### config.mk
export PLATFORM = sky130hd
export DESIGN_NAME = flash_wr_adapter
export DESIGN_NICKNAME = d
export VERILOG_FILES = /design/src/rtl/fwa_pkg.sv /design/src/rtl/fwa_lane_plan.sv /design/src/rtl/fwa_boot_dec.sv /design/src/rtl/fwa_seq.sv /design/src/rtl/flash_wr_adapter.sv
export SDC_FILE = /design/constraint.sdc
export NUM_CORES = 1
export LEC_CHECK = 0
export BUFFER_PORTS_ARGS = -buffer_cell sky130_fd_sc_hd__buf_2
export CAP_MARGIN = 20
export CORE_MARGIN = 4
export CORE_UTILIZATION = 25
export DETAILED_ROUTE_END_ITERATION = 8
export SLEW_MARGIN = 30
export SYNTH_ARGS = -nofsm -noshare
export SYNTH_HDL_FRONTEND = slang
export SYNTH_SLANG_ARGS = --single-unit
### constraint.sdc
create_clock -name clk_i -period 2.5 [get_ports clk_i]
set_input_delay 0.375 -clock clk_i [delete_from_list [all_inputs] [get_ports clk_i]]
set_output_delay 0.375 -clock clk_i [all_outputs]
set_load 0.01 [all_outputs]
### src/rtl/fwa_pkg.sv
package fwa_pkg;
  localparam int CPU_BYTES = 4;
  localparam int LANE_W    = $clog2(CPU_BYTES);
  localparam int CNT_W     = LANE_W + 1;

  typedef enum logic [1:0] {ST_IDLE, ST_STRB, ST_GAP, ST_ERR} fwa_st_e;

  typedef struct packed {
    logic              legal;
    logic [LANE_W-1:0] first;
    logic [CNT_W-1:0]  count;
  } fwa_plan_t;
endpackage

### src/rtl/fwa_lane_plan.sv
module fwa_lane_plan
  import fwa_pkg::*;
(
  input  logic [CPU_BYTES-1:0] be_i,
  input  logic                 dev16_i,
  output fwa_plan_t            plan_o
);
  logic [LANE_W-1:0]    lo, hi;
  logic [CPU_BYTES-1:0] span_mask;
  logic                 contig;
  logic [CNT_W-1:0]     span;

  always_comb begin
    lo = '0;
    hi = '0;
    for (int i = CPU_BYTES - 1; i >= 0; i--) if (be_i[i]) lo = LANE_W'(i);
    for (int i = 0; i < CPU_BYTES; i++)      if (be_i[i]) hi = LANE_W'(i);
  end

  for (genvar g = 0; g < CPU_BYTES; g++) begin : g_mask
    assign span_mask[g] = (LANE_W'(g) >= lo) && (LANE_W'(g) <= hi);
  end

  assign contig = (be_i != '0) && (be_i == span_mask);
  assign span   = CNT_W'(hi) - CNT_W'(lo) + CNT_W'(1);

  // 16-bit units must start on an even lane and end on an odd one
  assign plan_o.legal = contig && (!dev16_i || (!lo[0] && hi[0]));
  assign plan_o.first = lo;
  assign plan_o.count = dev16_i ? (span >> 1) : span;
endmodule

### src/rtl/fwa_boot_dec.sv
module fwa_boot_dec #(
  parameter int          ADDR_W   = 32,
  parameter int          TAG_W    = 16,
  parameter logic [15:0] BOOT_TAG = 16'hFFFF
) (
  input  logic [ADDR_W-1:0] addr_i,
  input  logic              region_hit_i,
  output logic              sel_o
);
  assign sel_o = (addr_i[ADDR_W-1 -: TAG_W] == BOOT_TAG[TAG_W-1:0]) || region_hit_i;
endmodule

### src/rtl/fwa_seq.sv
module fwa_seq
  import fwa_pkg::*;
#(
  parameter int WS_W = 3
) (
  input  logic              clk_i,
  input  logic              rst_ni,
  input  logic              req_i,
  input  fwa_plan_t         plan_i,
  input  logic              dev16_i,
  input  logic [WS_W-1:0]   ws_i,
  output logic              accept_o,
  output logic [LANE_W-1:0] lane_o,
  output logic              we_o,
  output logic              rdy_o,
  output logic              err_o
);
  fwa_st_e           st_q;
  logic [WS_W-1:0]   wcnt_q, ws_q;
  logic [LANE_W-1:0] lane_q, step_q;
  logic [CNT_W-1:0]  left_q;

  assign accept_o = req_i && (st_q == ST_IDLE);

  always_ff @(posedge clk_i or negedge rst_ni) begin
    if (!rst_ni) begin
      st_q   <= ST_IDLE;
      wcnt_q <= '0;
      ws_q   <= '0;
      lane_q <= '0;
      step_q <= '0;
      left_q <= '0;
    end else begin
      unique case (st_q)
        ST_IDLE: if (req_i) begin
          if (plan_i.legal) begin
            st_q   <= ST_STRB;
            wcnt_q <= ws_i;
            ws_q   <= ws_i;
            lane_q <= plan_i.first;
            left_q <= plan_i.count;
            step_q <= dev16_i ? LANE_W'(2) : LANE_W'(1);
          end else begin
            st_q <= ST_ERR;
          end
        end
        ST_STRB: begin
          if (wcnt_q == '0) st_q <= ST_GAP;
          else              wcnt_q <= wcnt_q - 1'b1;
        end
        ST_GAP: begin
          if (left_q == CNT_W'(1)) begin
            st_q <= ST_IDLE;
          end else begin
            st_q   <= ST_STRB;
            left_q <= left_q - 1'b1;
            lane_q <= lane_q + step_q;
            wcnt_q <= ws_q;
          end
        end
        default: st_q <= ST_IDLE;
      endcase
    end
  end

  assign lane_o = lane_q;
  assign we_o   = (st_q == ST_STRB);
  assign rdy_o  = (st_q == ST_ERR) || ((st_q == ST_GAP) && (left_q == CNT_W'(1)));
  assign err_o  = (st_q == ST_ERR);
endmodule

### src/rtl/flash_wr_adapter.sv
module flash_wr_adapter
  import fwa_pkg::*;
#(
  parameter int ADDR_W = 32,
  parameter int DEV_AW = 26,
  parameter int DEV_DW = 16,
  parameter int WS_W   = 3
) (
  input  logic                   clk_i,
  input  logic                   rst_ni,
  input  logic                   req_i,
  input  logic [ADDR_W-1:0]      addr_i,
  input  logic [CPU_BYTES-1:0]   be_i,
  input  logic [8*CPU_BYTES-1:0] wdata_i,
  input  logic                   dev16_i,
  input  logic [WS_W-1:0]        wait_i,
  input  logic                   region_hit_i,
  output logic [DEV_AW-1:0]      dev_addr_o,
  output logic [DEV_DW-1:0]      dev_data_o,
  output logic                   dev_we_o,
  output logic                   dev_cs_o,
  output logic                   rdy_o,
  output logic                   err_o
);
  localparam int CPU_DW = 8 * CPU_BYTES;

  fwa_plan_t         plan;
  logic              accept, sel, we;
  logic [LANE_W-1:0] lane;

  logic [DEV_AW-LANE_W-1:0] base_q;
  logic [CPU_DW-1:0]        data_q;
  logic                     sel_q, dev16_q;
  logic                     unused_lsb;

  assign unused_lsb = ^addr_i[LANE_W-1:0];

  fwa_lane_plan u_plan (
    .be_i    (be_i),
    .dev16_i (dev16_i),
    .plan_o  (plan)
  );

  fwa_boot_dec #(.ADDR_W(ADDR_W)) u_boot (
    .addr_i       (addr_i),
    .region_hit_i (region_hit_i),
    .sel_o        (sel)
  );

  fwa_seq #(.WS_W(WS_W)) u_seq (
    .clk_i    (clk_i),
    .rst_ni   (rst_ni),
    .req_i    (req_i),
    .plan_i   (plan),
    .dev16_i  (dev16_i),
    .ws_i     (wait_i),
    .accept_o (accept),
    .lane_o   (lane),
    .we_o     (we),
    .rdy_o    (rdy_o),
    .err_o    (err_o)
  );

  always_ff @(posedge clk_i or negedge rst_ni) begin
    if (!rst_ni) begin
      base_q  <= '0;
      data_q  <= '0;
      sel_q   <= 1'b0;
      dev16_q <= 1'b0;
    end else if (accept) begin
      base_q  <= addr_i[DEV_AW-1:LANE_W];
      data_q  <= wdata_i;
      sel_q   <= sel;
      dev16_q <= dev16_i;
    end
  end

  assign dev_addr_o = {base_q, lane};
  assign dev_data_o = dev16_q ? data_q[{lane[LANE_W-1:1], 4'b0000} +: 16]
                              : {8'h00, data_q[{lane, 3'b000} +: 8]};
  assign dev_we_o   = we;
  assign dev_cs_o   = we && sel_q;
endmodule

## Word level (Yosys, flattened, before mapping)

Cells that the tools add are included.
W data, S select, Z words.

| word-level totals | value |
|---|---|
| register bits | 73 |
| word-level logic and storage cells | 88 |
| output and inout bits | 46 |

| cells by class | value |
|---|---|
| order comparisons | 8 |
| add/subtract/negate cells | 5 |
| reduce and logical (&&, ||, !) cells | 24 |
| mux-type cells | 28 |
| shift operators | 2 |
| eq/ne operators | 11 |

Operators by type and width:

| cell | number |
|---|---|
| $shiftx A32 B6 Y16 | 1 |
| $shiftx A32 B6 Y8 | 1 |
| $mux W2 | 13 |
| $mux W3 | 8 |
| $eq A16 B16 Y1 const B | 1 |
| $mux W16 | 1 |
| $logic_and A1 B1 Y1 | 10 |
| $pmux W3 S3 | 1 |
| $ne A2 B2 Y1 const B | 4 |
| $pmux W2 S3 | 1 |
| $pmux W3 S2 | 1 |
| $sub A3 B1 Y3 const B | 2 |
| $reduce_and A5 Y1 | 1 |
| $eq A2 B2 Y1 const B | 2 |
| $eq A4 B4 Y1 | 1 |
| $ge A1 B2 Y1 const A | 2 |
| $ge A2 B2 Y1 const A | 2 |
| $le A1 B2 Y1 const A | 2 |
| $le A2 B2 Y1 const A | 2 |
| $pmux W2 S2 | 1 |
| $reduce_and A4 Y1 | 1 |
| $reduce_bool A4 Y1 | 1 |
| $add A3 B1 Y3 const B | 1 |
| $eq A3 B1 Y1 const B | 1 |
| 13 further kinds | 17 |

## Depth between registers and ports, before layout

Gate-level depths: netlist of run 1.

| depth | value |
|---|---|
| depth after elaboration | 12 |
| gate-level depth with buffers | 10 |
| gate-level depth less buffers | 10 |

## Hierarchy

A second synthesis of run 1 with hierarchy kept.

| unflattened totals | value |
|---|---|
| cells, all modules | 273 |
| area, all modules | 3728.6 um^2 |

Modules (own cells, without submodules):

| module | instances | cells an instance | area each (um^2) |
|---|---|---|---|
| flash_wr_adapter | 1 | 151 | 2521.2 |
| fwa_seq | 1 | 97 | 1032.2 |
| fwa_lane_plan | 1 | 19 | 130.1 |
| fwa_boot_dec | 1 | 6 | 45.0 |

## Worst setup path before layout of run 1

OpenSTA, ideal clock, no wires.

| timing path | value |
|---|---|
| kind | input-to-reg |
| start point | in be_i[3] |
| end point | reg u_seq.lane_q[0], in the netlist u_seq.lane_o[0] |
| data required time | 2375 ps |
| arrival time | 1930 ps |
| buffers on the path | 0 |
| setup slack | 446 ps |
| stages on the path | 8 |
| setup time | 125 ps |
| cells stage by stage | nor2b_1 > o21bai_1 > ha_1 > nand2b_1 > and3_1 > a22oi_1 > a21oi_1 > mux2_2 |

| between the ends | value |
|---|---|
| word-level cells in the longest chain between the ends | 11 |
| elaborated cells between the ends (all ways) | 29 |
| those cells by class | 8 x order compare; 2 x eq/ne; 8 x mux; 11 x reduce/logical |

RTL lines:

| item | line | text |
|---|---|---|
| from (decl) | flash_wr_adapter.sv:13 | `input logic [CPU_BYTES-1:0] be_i,` |
| $mux W2 (4 in series) | fwa_lane_plan.sv:16 | `for (int i = CPU_BYTES - 1; i >= 0; i--) if (be_i[i]) lo = LANE_W'(i);` |
| $ge A1 B2 Y1 or $ge A2 B2 Y1 (tied branches) | fwa_lane_plan.sv:21 | `assign span_mask[g] = (LANE_W'(g) >= lo) && (LANE_W'(g) <= hi);` |
| $logic_and A1 B1 Y1 | fwa_lane_plan.sv:21 |  |
| $eq A4 B4 Y1 | fwa_lane_plan.sv:24 | `assign contig = (be_i != '0) && (be_i == span_mask);` |
| $logic_and A1 B1 Y1 | fwa_lane_plan.sv:24 |  |
| $logic_and A1 B1 Y1 | fwa_lane_plan.sv:28 | `assign plan_o.legal = contig && (!dev16_i \|\| (!lo[0] && hi[0]));` |
| $ne A2 B2 Y1 (no source line) | - |  |
| $reduce_and A4 Y1 (no source line) | - |  |
| to (signal assigned) | fwa_seq.sv:40 | `lane_q <= plan_i.first;` |
| to (signal assigned) | fwa_seq.sv:57 | `lane_q <= lane_q + step_q;` |
| to (decl) | fwa_seq.sv:20 | `logic [LANE_W-1:0] lane_q, step_q;` |

Parallel ways exist; a longest one is shown, timed or not. The select of a mux whose other input is x is not followed.
A chain may end at the register's enable or synchronous reset.

## Final worst setup path of run 1

| timing path | value |
|---|---|
| start point | reg u_seq.lane_q[1], in the netlist u_seq.lane_o[1] |
| end point | out dev_data_o[1] |

| between the ends | value |
|---|---|
| word-level cells in the longest chain between the ends | 2 |
| elaborated cells between the ends (all ways) | 3 |
| those cells by class | 2 x shift; 1 x mux |

RTL lines:

| item | line | text |
|---|---|---|
| $shiftx A32 B6 Y8 or $shiftx A32 B6 Y16 (tied branches) | flash_wr_adapter.sv:80, flash_wr_adapter.sv:79 |  |
| $mux W16 * | flash_wr_adapter.sv:79 | `assign dev_data_o = dev16_q ? data_q[{lane[LANE_W-1:1], 4'b0000} +: 16]` |
| to (decl) | flash_wr_adapter.sv:19 | `output logic [DEV_DW-1:0] dev_data_o,` |

Every way passes the cells marked *; elsewhere a longest branch is shown, timed or not.

==> summary by stage, run 1 <==
Outcome
The run finished with clean final reports.

Final layout
Fill cells in the final layout number 1401. In the final layout, flip-flops and latches occupy 1827 sq um. In the final layout, the multi-input gates occupy 1705 sq um. Cells with a size suffix above 1 make up 52.32% of the layout. The antenna cell count is 0. From synthesis to final layout, the design area changed by 32.06%. The net count of the finished layout is 493.

Timing
The setup total negative slack is 0 ns. Based on the critical path, the design can be clocked at up to 458.5 MHz. The final setup violation count is 0.

The worst pin sits at a relative slew slack of 59.45%. Setup repair after global routing left no endpoint under its margin. Setup slack on the critical path of the routed design comes to 0.3191 ns. For the pin with the worst max-slew slack, the measured transition is 0.6083 ns. The final critical path takes up 87.23% of the cycle. On the final layout, the worst hold slack is 0.2605 ns. The final hold violation count is 0. The final count of pins violating max slew is 0.

Counting I/O delays and the setup requirement, the final critical path takes 2.181 ns. The final worst clock skew is 0.008124 ns.

Setup path
The worst setup path category is flip-flop to output pin. The reg-to-reg startpoint is u_seq.st_q[0]. The nature of the critical path endpoint is an output pin. STA classifies the critical path startpoint as a flip-flop. The number of buffers and inverters on the critical path is 2.

The critical path goes through buf_4 > mux4_2 > buf_2. The worst endpoint required time is 2.12 ns. The critical path's top delay family is multiplexers.

In this design, the stage delay of the slowest critical-path cell is 0.56 ns. In this run the worst path has a maximum fanout of 17. The endpoint arrival time on the critical path is 1.81 ns. The start point of the critical path is u_seq.lane_o[1].

The largest individual stage delay along the critical path comes from the cell mux4_2.

Pwr
The leakage power total is 2.255 nW. The power density over the cells is 1329 nW/um^2. The peak supply drop is 0.5467 mV. The total power consumption of the routed design is 6.356 mW.

Floorplanning
The die is 128.4 um tall. The die covers 16480 sq um. Row generation in the floorplan step produced 43 rows. The I/O pin count is 122. The standard cell core area is 14040 sq um. The die extent in x is 128.4 um.

The initial utilization of the core area, before any placement, comes to 25.80%.

Clocking
CTS built an H-tree with a depth of 3. In this run, post-CTS repair resized a total of 0 instances. The TritonCTS clock tree is done. The buffer depth of the longest clock path is 2. The number of buffers created by CTS is 9.

The clock insertion delay at the later pin of the skew report is 0.35 ns. The root buffer selected by CTS is clkbuf_16. The buffer count from post-CTS setup fixing is 0.

Buffers inserted to repair hold after CTS numbered 1. Clock-pin slew was measured on the worst setup and hold paths at 0.06 ns. The clock drives 73 sinks.

Hold path
The source of the worst hold timing path is addr_i[4]. The class of the tightest hold or removal check is input port to flip-flop.

Yosys
The portion of the post-synthesis area used by sequential elements is 50.43%. The count of distinct cell types in the synthesized netlist is 42. Of all flip-flops after synthesis, the portion carrying an async set or reset was 100.0%. In this run, synthesis produced a sequential element count of 73.

The number of synthesized flops with an enable pin is 0. For this run, the number of Yosys warnings is 0. The post-synthesis cell area is 3622 sq um. Synthesis produced a netlist whose cell count is 277. The dominant synthesized flop cell is dfrtp_1. The synthesized area divided by synthesized cell count is 13.08 sq um. The number of nets handed over by synthesis was 365.

Route
The number of antenna-violating nets in the routed design is 0. For this block, the initial DRC count from the detailed router was 135. The wire length reported by the detailed router is 9.076 mm. The length of the first detailed-routing pass in iterations is 4. Dividing the detail-routed via count by the number of cells gives 4.557. The number of design rule violations left after detail routing is 0. For this block, the via count after detailed routing is 2684. The wire length per cell is 15.41 um.

Place
The HPWL after detailed placement is 6.893 mm. Input and output buffers added on the ports amount to 119. Before CTS, the worst setup slack after placement is 0.1595 ns.

Routability-driven placement finished with a final weighted congestion of 0.7928.

GRT
The number of antenna violations at the first check in global routing is 0. The global-route wire length before repair is 14.60 mm. The number of global-route vias before repair came to 2917. Entering global routing, the biggest net connects 42 pins. The total congestion overflow after global routing is 0.

The aggregate global-route resource usage is 11.60%.

Flow run
The tool flagged a number of max-cap violations equal to 0.
layout make-up:
type / instances / share of cell area (%)
multi-input combinational: 181 / 35.65
tap: 180 / 4.708
sequential: 73 / 38.19
timing repair buffer: 127 / 14.07
clock buffer: 11 / 5.284
clock inverter: 4 / 1.072
inverter: 13 / 1.020
state kept, by name, summed over array words and instances, names as in the netlist:
name / count
u_seq.st_q: 2
u_seq.ws_q: 3
u_seq.left_q: 3
u_seq.step_q: 2
u_seq.lane_o: 2
base_q: 24
data_q: 32
u_seq.wcnt_q: 3
dev16_q: 1
sel_q: 1
cell usage in the layout, fill, tap and decap left out, drive strengths merged, types with 2 or more instances in the layout:
cell | Yosys | layout
nand2b | 5 | 5
o2bb2ai | 2 | 2
mux2i | 15 | 15
nor2 | 7 | 7
o22ai | 2 | 2
ha | 12 | 12
o21ai | 5 | 5
mux4 | 8 | 8
nand3 | 2 | 2
and2 | 2 | 2
a21o | 3 | 3
buf | 7 | 126
a21oi | 6 | 6
dfrtp | 73 | 73
clkbuf | 3 | 11
mux2 | 62 | 62
o31ai | 2 | 2
a22oi | 2 | 2
nor3 | 3 | 3
nand4 | 6 | 6
inv | 13 | 14
nand2 | 11 | 11
nor2b | 11 | 11
xnor2 | 2 | 2
power by group:
| part | internal, mW | leakage, nW | switching [mW] |
|---|---|---|---|
| Clock | 0.822 | 0.148 | 0.496 |
| Combinational | 1.52 | 1.24 | 1.36 |
| Sequential | 1.80 | 0.863 | 0.356 |
synthesized netlist by cell type (2+ instances only):
master     count  area share (%)
buf_1          3            0.31
xnor2_1        2            0.48
o31ai_1        2            0.41
nor3_1         3            0.41
mux4_2         8             5.0
buf_2          4            0.55
nor2b_1       11             1.9
ha_1          12             4.1
nand2_1       11             1.1
o21ai_0        5            0.69
inv_1         13             1.3
mux2_2        61              19
nand2b_1       5            0.86
o2bb2ai_1      2            0.48
a21o_1         3            0.62
nand4_1        5            0.86
nand3_1        2            0.28
o22ai_1        2            0.35
a22oi_1        2            0.41
a21oi_1        6            0.83
nor2_1         7            0.73
mux2i_1       14             3.9
dfrtp_1       73              50
clkbuf_1       3            0.31
logic make-up (layout without fill, tap and decap cells):
group	after synthesis	after routing	share of synthesized area, %
muxes	85	85	28.84
DFF	73	73	50.43
and+or+nand+nor	51	51	7.738
AOI/OAI and AO/OA	30	30	5.596
buffers and inverters	23	155	2.522
adders and majority gates	12	12	4.145
xor gates and xnor gates	3	3	0.7255
final timing paths:
kind / to / slack [ns] / cells past startpoint
worst max-delay path: dev_data_o[1] / 0.32 / 3
worst min-delay path: base_q[2] / 0.26 / 2
worst max register to register: u_seq.lane_o[0] / 0.45 / 5
worst min register to register: sel_q / 0.48 / 2
max in group asynchronous: data_q[21] / 1.40 / 3
min in group asynchronous: base_q[15] / 0.53 / 2
layer usage:
metal / GRT usage, % / share of wire (%)
met4: 4.869 / 2.0
met2: 19.22 / 50
met1: 13.34 / 42
met3: 4.649 / 6.1
met5: 0 / 0
per-stage QoR:
| stage | util [%] | cells | instance area, sq um |
|---|---|---|---|
| final | 34.06 | 589 | 4783 |
| after global routing | 34.06 | 589 | 4783 |
| after CTS | 34.06 | 589 | 4783 |
| after detailed placement | 31.83 | 573 | 4469 |
| after global placement | 31.83 | 573 | 4469 |
| after floorplan | - | 277 | 3622 |
(Power assumes the default switching activity.)
==> inputs of run 2 (changes only) <==
--- a/config.mk
+++ b/config.mk
@@ -7,6 +7,7 @@
 export LEC_CHECK = 0
 export BUFFER_PORTS_ARGS = -buffer_cell sky130_fd_sc_hd__buf_2
 export CAP_MARGIN = 20
+export CORE_ASPECT_RATIO = 1.5
 export CORE_MARGIN = 4
 export CORE_UTILIZATION = 25
 export DETAILED_ROUTE_END_ITERATION = 8
==> run 2 against run 1 <==
Compared with the run above: first-iteration DRC count down 13%; hold slack got worse by 0.22 ns; cell area grew 0.21%; via count shrank 2.4%; clock skew shrank 0.0017 ns; register-to-register slack worse by 0.09 ns; power rose by 1.1%; fmax fell by 1.6%; clock-buffer cell count increased by 1; routed wire length down 2.4%; sequential share of layout area is 0.080 points lower.
==> summary by stage, run 2 (same netlist as run 1, synthesis figures left out) <==
Outcome
Outcome: finished clean (unchanged).

Place
The final weighted congestion in routability-driven placement came to 0.7657 (was 0.7928). The post-placement setup slack was 0.1494 ns (was 0.1595 ns). The HPWL after detailed placement is 6.618 mm (was 6.893 mm). The number of input and output port buffers inserted is 119 (unchanged). The cell total after placement is 582 (was 573).

Timing
The maximum frequency from static timing analysis came to 451.2 MHz (was 458.5 MHz). The worst slew margin relative to its limit is 53.89% (was 59.45%). RSZ-0062 raised after global routing: false (unchanged). The setup total negative slack came to 0 ns (unchanged).

The minimum setup slack in the final design is 0.2836 ns (was 0.3191 ns). The final hold violation count is 0 (unchanged). The final count of pins violating max slew is 0 (unchanged). The minimum clock period is 2.216 ns (was 2.181 ns). The final setup violation count is 0 (unchanged). The share of the clock period used by the worst path is 88.66% (was 87.23%).

The final worst clock skew came to 0.006404 ns (was 0.008124 ns). The actual slew at the worst max-slew pin is 0.6916 ns (was 0.6083 ns).

Setup path
The nature of the critical path endpoint is an output pin (unchanged). The largest fanout on the critical path was 16 (was 17). The setup slack on the worst flop-to-flop path is 0.36 ns (was 0.45 ns).

The endpoint of the worst register-to-register path is u_seq.lane_o[0] (unchanged). The worst reg-to-reg path cell count is 7 (was 5). The startpoint class of the critical path is a flip-flop (unchanged).

The reg-to-reg startpoint is u_seq.st_q[0] (unchanged). The worst endpoint required time is 2.12 ns (about the same). The worst setup path category is flip-flop to output pin (unchanged).

The endpoint arrival time on the critical path is 1.84 ns (was 1.81 ns).

Clocking
The number of levels the H-tree was split into is 3 (unchanged). The total clock sinks is 73 (unchanged). The hold buffer count at CTS is 0 (was 1). The buffer depth of the longest clock path is 2 (unchanged).

The clock insertion delay at the later pin of the skew report came to 0.33 ns (was 0.35 ns). The number of buffers created by CTS is 9 (unchanged). The TritonCTS clock tree is done (unchanged).

The root buffer selected by CTS is clkbuf_16 (unchanged). The buffer count from post-CTS setup fixing was 0 (unchanged). The post-cts sizing count came to 0 (unchanged). The clock slew at the register clock pins of the worst setup and hold paths is 0.06 ns (about the same).

Floorplanning
The chip height is 155.4 um (was 128.4 um). The I/O pin count is 122 (unchanged). The die extent in x came to 106.3 um (was 128.4 um). The die outline area is 16520 sq um (was 16480 sq um).

The standard cell core area was 14120 sq um (was 14040 sq um). The site row count is 53 (was 43). The initial standard-cell utilization of the core was 25.64% (was 25.80%).

Final layout
The number of flip-flops under the largest register name was 32 (unchanged). The share of post-route cells with drive strength above 1 is 52.22% (was 52.32%). The area added between synthesis and finish is 32.33% (was 32.06%).

The net count of the finished layout came to 489 (was 493). The number of non-filler instances in the completed layout was 598 (was 589). The antenna cell count came to 0 (unchanged).

The number of filler cells placed in the layout came to 1433 (was 1401). Commonest non-fill, non-tap cells in the layout: buf_2 (118), dfrtp_1 (73), mux2_2 (61) (unchanged). The most flop-heavy register was data_q (unchanged). The leading cell type in the layout, fill and taps excluded is buf_2 (unchanged). Top Registers: data_q (32), base_q (24) (unchanged).

GRT
The aggregate global-route resource usage is 11.18% (was 11.60%). The total congestion overflow after global routing is 0 (unchanged). The largest net degree at the start of global routing was 74 (was 42). The global-route wire length before repair was 14.50 mm (was 14.60 mm).

The number of antenna violations at the first check in global routing is 0 (unchanged). The number of global-route vias before repair came to 2908 (was 2917).

Hold path
The class of the tightest hold or removal check is input port to asynchronous set/reset pin (was input port to flip-flop).

Pwr
The total power consumption of the routed design is 6.427 mW (was 6.356 mW). The leakage power total is 2.253 nW (was 2.255 nW). The peak supply drop is 0.4396 mV (was 0.5467 mV). The power density over the cells is 1341 nW/um^2 (was 1329 nW/um^2).

Route
The number of antenna-violating nets in the routed design is 0 (unchanged). The wire length per cell is 14.81 um (was 15.41 um). The initial DRC count is 117 (was 135). The number of design rule violations left after detail routing is 0 (unchanged). The wire length reported by the detailed router is 8.858 mm (was 9.076 mm).

The total via count in the routed design is 2619 (was 2684). The detailed-route vias per instance is 4.380 (was 4.557). The length of the first detailed-routing pass in iterations is 4 (unchanged).

Flow run
The number of maximum-capacitance constraint violations came to 0 (unchanged).
-- run 2: per-stage QoR --
stage / hold WS, ns / area [sq um] / util, %
global placement: 0.4436 / 4449 / 31.50
finish: 0.04116 / 4793 / 33.94
detailed placement: 0.4597 / 4449 / 31.50
CTS: 0.2360 / 4790 / 33.91
global route: 0.09620 / 4793 / 33.94
floorplan: 0.07941 / 3622 / -
-- run 2: critical path: stages, from the launching register on --
cell and delay [ns]:
dfrtp_1 0.42, inv_1 0.13, ha_1 0.50, nand2_1 0.17, nand2b_1 0.15, buf_2 0.15
-- run 2: worst max-delay path by stage --
| stage | start | endpoint | slack, ns | depth (start not counted) |
|---|---|---|---|---|
| 6_report | u_seq.st_q[0] | rdy_o | 0.28 | 5 |
| 5_1_grt | u_seq.st_q[0] | rdy_o | 0.10 | 5 |
| 4_1_cts | u_seq.st_q[0] | rdy_o | 0.24 | 5 |
| 3_5_place_dp | be_i[3] | u_seq.lane_o[0] | 0.15 | 9 |
| 3_3_place_gp | be_i[3] | u_seq.left_q[2] | 0.20 | 11 |
| 2_1_floorplan | be_i[3] | u_seq.lane_o[0] | 0.45 | 8 |
-- run 2: power breakdown --
| part | total (mW) | switching (mW) | leakage, nW | internal, mW |
|---|---|---|---|---|
| Combinational | 2.82 | 1.33 | 1.22 | 1.50 |
| Sequential | 2.17 | 0.373 | 0.863 | 1.80 |
| Clock | 1.44 | 0.481 | 0.169 | 0.955 |
| Total | 6.43 | 2.18 | 2.25 | 4.25 |
-- run 2: final cells by class --
class | instances | area [sq um] | share of cell area, %
clock inverter | 4 | 73.82 | 1.540
timing repair buffer | 123 | 631.9 | 13.18
clock buffer | 12 | 266.5 | 5.560
sequential | 73 | 1827 | 38.11
tap | 192 | 240.2 | 5.012
inverter | 13 | 48.80 | 1.018
multi-input combinational | 181 | 1705 | 35.58
-- run 2: routing by layer --
| metal | track usage [%] | wire length, um | up-vias |
|---|---|---|---|
| li1 | - | - | 1247 |
| met1 | 12.16 | 3293 | 1297 |
| met2 | 19.85 | 4903 | 61 |
| met3 | 3.736 | 477 | 14 |
| met4 | 4.444 | 184 | 0 |
| met5 | 0 | 0 | - |
==> inputs of run 3 (changes only) <==
--- a/config.mk
+++ b/config.mk
@@ -7,10 +7,11 @@
 export LEC_CHECK = 0
 export BUFFER_PORTS_ARGS = -buffer_cell sky130_fd_sc_hd__buf_2
 export CAP_MARGIN = 20
-export CORE_ASPECT_RATIO = 1.5
+export CORE_ASPECT_RATIO = 1.25
 export CORE_MARGIN = 4
 export CORE_UTILIZATION = 25
 export DETAILED_ROUTE_END_ITERATION = 8
+export REMOVE_ABC_BUFFERS = 1
 export SLEW_MARGIN = 30
 export SYNTH_ARGS = -nofsm -noshare
 export SYNTH_HDL_FRONTEND = slang
==> run 3 against run 2 <==
Compared with the run above: routed wire length increased by 1.2%; die area shrank 0.16%; worst setup slack better by 0.037 ns; critical endpoint unchanged; largest power group unchanged.
==> summary by stage, run 3 (same netlist as run 1, synthesis figures left out) <==
Outcome
Outcome: finished clean (unchanged).

GRT
The total congestion overflow after global routing was 0 (unchanged). The largest net degree at the start of global routing came to 74 (unchanged). The number of antenna violations at the first check in global routing is 0 (unchanged). The global-route wire length before repair is 14.67 mm (was 14.50 mm).

The number of global-route vias before repair is 2969 (was 2908). The aggregate global-route resource usage came to 11.45% (was 11.18%).

Final layout
The most flop-heavy register is data_q (unchanged). The share of post-route cells with drive strength above 1 came to 51.47% (was 52.22%). The number of filler cells placed in the layout is 1420 (was 1433). The area added between synthesis and finish is 31.19% (was 32.33%).

The number of non-filler instances in the completed layout is 583 (was 598). The antenna cell count is 0 (unchanged). Top Registers: data_q (32), base_q (24) (unchanged). Commonest non-fill, non-tap cells in the layout: buf_2 (118), dfrtp_1 (73), mux2_2 (61) (unchanged).

The net count of the finished layout is 491 (was 489). The leading cell type in the layout, fill and taps excluded is buf_2 (unchanged). The number of flip-flops under the largest register name is 32 (unchanged). The post-layout instance area is 4752 sq um (was 4793 sq um).

Setup path
The startpoint class of the critical path is a flip-flop (unchanged). The nature of the critical path endpoint was an output pin (unchanged). The worst setup path category is flip-flop to output pin (unchanged). The worst endpoint required time was 2.12 ns (about the same). The largest fanout on the critical path is 16 (unchanged). The endpoint arrival time on the critical path was 1.80 ns (was 1.84 ns).

Clocking
The clock slew at the register clock pins of the worst setup and hold paths is 0.06 ns (about the same). The clock insertion delay at the later pin of the skew report is 0.33 ns (about the same). The root buffer selected by CTS was clkbuf_16 (unchanged). The post-cts sizing count is 0 (unchanged). The hold buffer count at CTS is 0 (unchanged).

The number of buffers created by CTS came to 9 (unchanged). The number of levels the H-tree was split into is 3 (unchanged). The buffer count from post-CTS setup fixing is 0 (unchanged).

The total clock sinks is 73 (unchanged). The TritonCTS clock tree is done (unchanged). The buffer depth of the longest clock path is 2 (unchanged).

Floorplanning
The I/O pin count was 122 (unchanged). The chip height is 142.6 um (was 155.4 um). The initial standard-cell utilization of the core is 25.89% (was 25.64%).

The standard cell core area was 13990 sq um (was 14120 sq um). The die outline area is 16490 sq um (was 16520 sq um). The die extent in x is 115.7 um (was 106.3 um). The site row count was 48 (was 53).

Pwr
The combinational group share of total power is 45.4% (was 43.9%). The switching fraction of total power is 34.14% (was 33.91%). The switching power total is 2.171 mW (was 2.179 mW). The peak supply drop is 0.4674 mV (was 0.4396 mV). The internal power is 4.188 mW (was 4.248 mW). The register share of total power came to 33.6% (was 33.7%). The leakage power total is 2.242 nW (was 2.253 nW).

The power density over the cells is 1338 nW/um^2 (was 1341 nW/um^2). The fraction of power consumed by the clock network is 21.1% (was 22.3%). The total power consumption of the routed design was 6.358 mW (was 6.427 mW).

Route
The initial DRC count is 62 (was 117). The number of antenna-violating nets in the routed design is 0 (unchanged). The wire length per cell was 15.37 um (was 14.81 um). The total via count in the routed design came to 2645 (was 2619). The length of the first detailed-routing pass in iterations was 4 (unchanged). The detailed-route vias per instance is 4.537 (was 4.380). The number of design rule violations left after detail routing was 0 (unchanged). The wire length reported by the detailed router came to 8.963 mm (was 8.858 mm).

Place
The cell total after placement is 567 (was 582). The placed instance area is 4443 sq um (was 4449 sq um). The HPWL after detailed placement is 6.630 mm (was 6.618 mm). The final weighted congestion in routability-driven placement is 0.8007 (was 0.7657). The number of input and output port buffers inserted is 119 (unchanged).

Flow run
The number of maximum-capacitance constraint violations was 0 (unchanged).

Timing
The setup total negative slack is 0 ns (unchanged). RSZ-0062 raised after global routing: false (unchanged). The share of the clock period used by the worst path came to 87.19% (was 88.66%). The final count of pins violating max slew is 0 (unchanged). The minimum clock period is 2.180 ns (was 2.216 ns). The final hold violation count is 0 (unchanged). The actual slew at the worst max-slew pin was 0.6836 ns (was 0.6916 ns). The worst slew margin relative to its limit is 54.42% (was 53.89%). The final worst clock skew was 0.005062 ns (was 0.006404 ns). The maximum frequency from static timing analysis is 458.8 MHz (was 451.2 MHz).

The final setup violation count is 0 (unchanged).

Hold path
The class of the tightest hold or removal check was input port to asynchronous set/reset pin (unchanged).
==> run 3: cell count changes in the layout (fill, tap and decap cells not counted) <==
cell,delta
clkinv_4,-1
clkbuf_8,-3
buf_4,+2
clkbuf_1,+4
==> run 3: stage by stage <==
stage	utilization [%]	setup slack [ns]	hold WS, ns
2_1_floorplan	-	-1.118	0.07941
3_3_place_gp	31.75	0.2053	0.4432
3_5_place_dp	31.75	0.1759	0.4537
4_1_cts	33.93	0.2542	0.2380
5_1_grt	33.96	0.1229	0.1194
6_report	33.96	0.3203	0.07258
==> run 3: metal layers <==
metal  global-route usage, %  routed length [um]  share of wire (%)  vias to the layer above
li1                        -                   -                  -                     1253
met1                   13.26                3575                 40                     1308
met2                   19.76                4731                 53                       73
met3                   3.701                 512                5.7                       11
met4                   4.093                 144                1.6                        0
met5                       0                   0                  0                        -
==> run 3: path summary, 6_finish.rpt <==
kind	start	endpoint	slack [ns]	depth (start not counted)
hold / removal	rst_ni	data_q[30]	0.07	1
min in group clk_i	wdata_i[26]	data_q[26]	0.28	2
max in group asynchronous	rst_ni	base_q[8]	1.97	1
hold reg to reg	sel_q	sel_q	0.47	2
setup / recovery	u_seq.st_q[0]	rdy_o	0.32	5
setup reg to reg	u_seq.st_q[0]	u_seq.lane_o[0]	0.44	5
==> run 3: power groups by stage <==
stage | Combinational (mW) | Clock (mW) | Sequential (mW)
4_1_cts | 2.95 | 1.39 | 2.14
5_1_grt | 3.21 | 1.45 | 2.22
3_5_place_dp | 2.94 | 0 | 2.16
6_report | 2.88 | 1.34 | 2.13
2_1_floorplan | 1.82 | 0 | 2.24
3_3_place_gp | 2.86 | 0 | 2.12
==> run 3: area by class of cell <==
cell class / instances / area [sq um] / share of cell area (%)
clock buffers: 13 / 240.2 / 5.055
clock inverters: 3 / 65.06 / 1.369
inverters: 13 / 48.80 / 1.027
multi-input cells: 181 / 1705 / 35.89
flip-flops and latches: 73 / 1827 / 38.44
well taps: 175 / 219.0 / 4.608
repair buffers: 125 / 646.9 / 13.61
==> run 3: worst max-delay path: stages (launching register included) <==
cell      delay (ns)
dfrtp_1         0.42
inv_1           0.12
ha_1            0.50
nand2_1         0.14
nand2b_1        0.14
buf_2           0.15
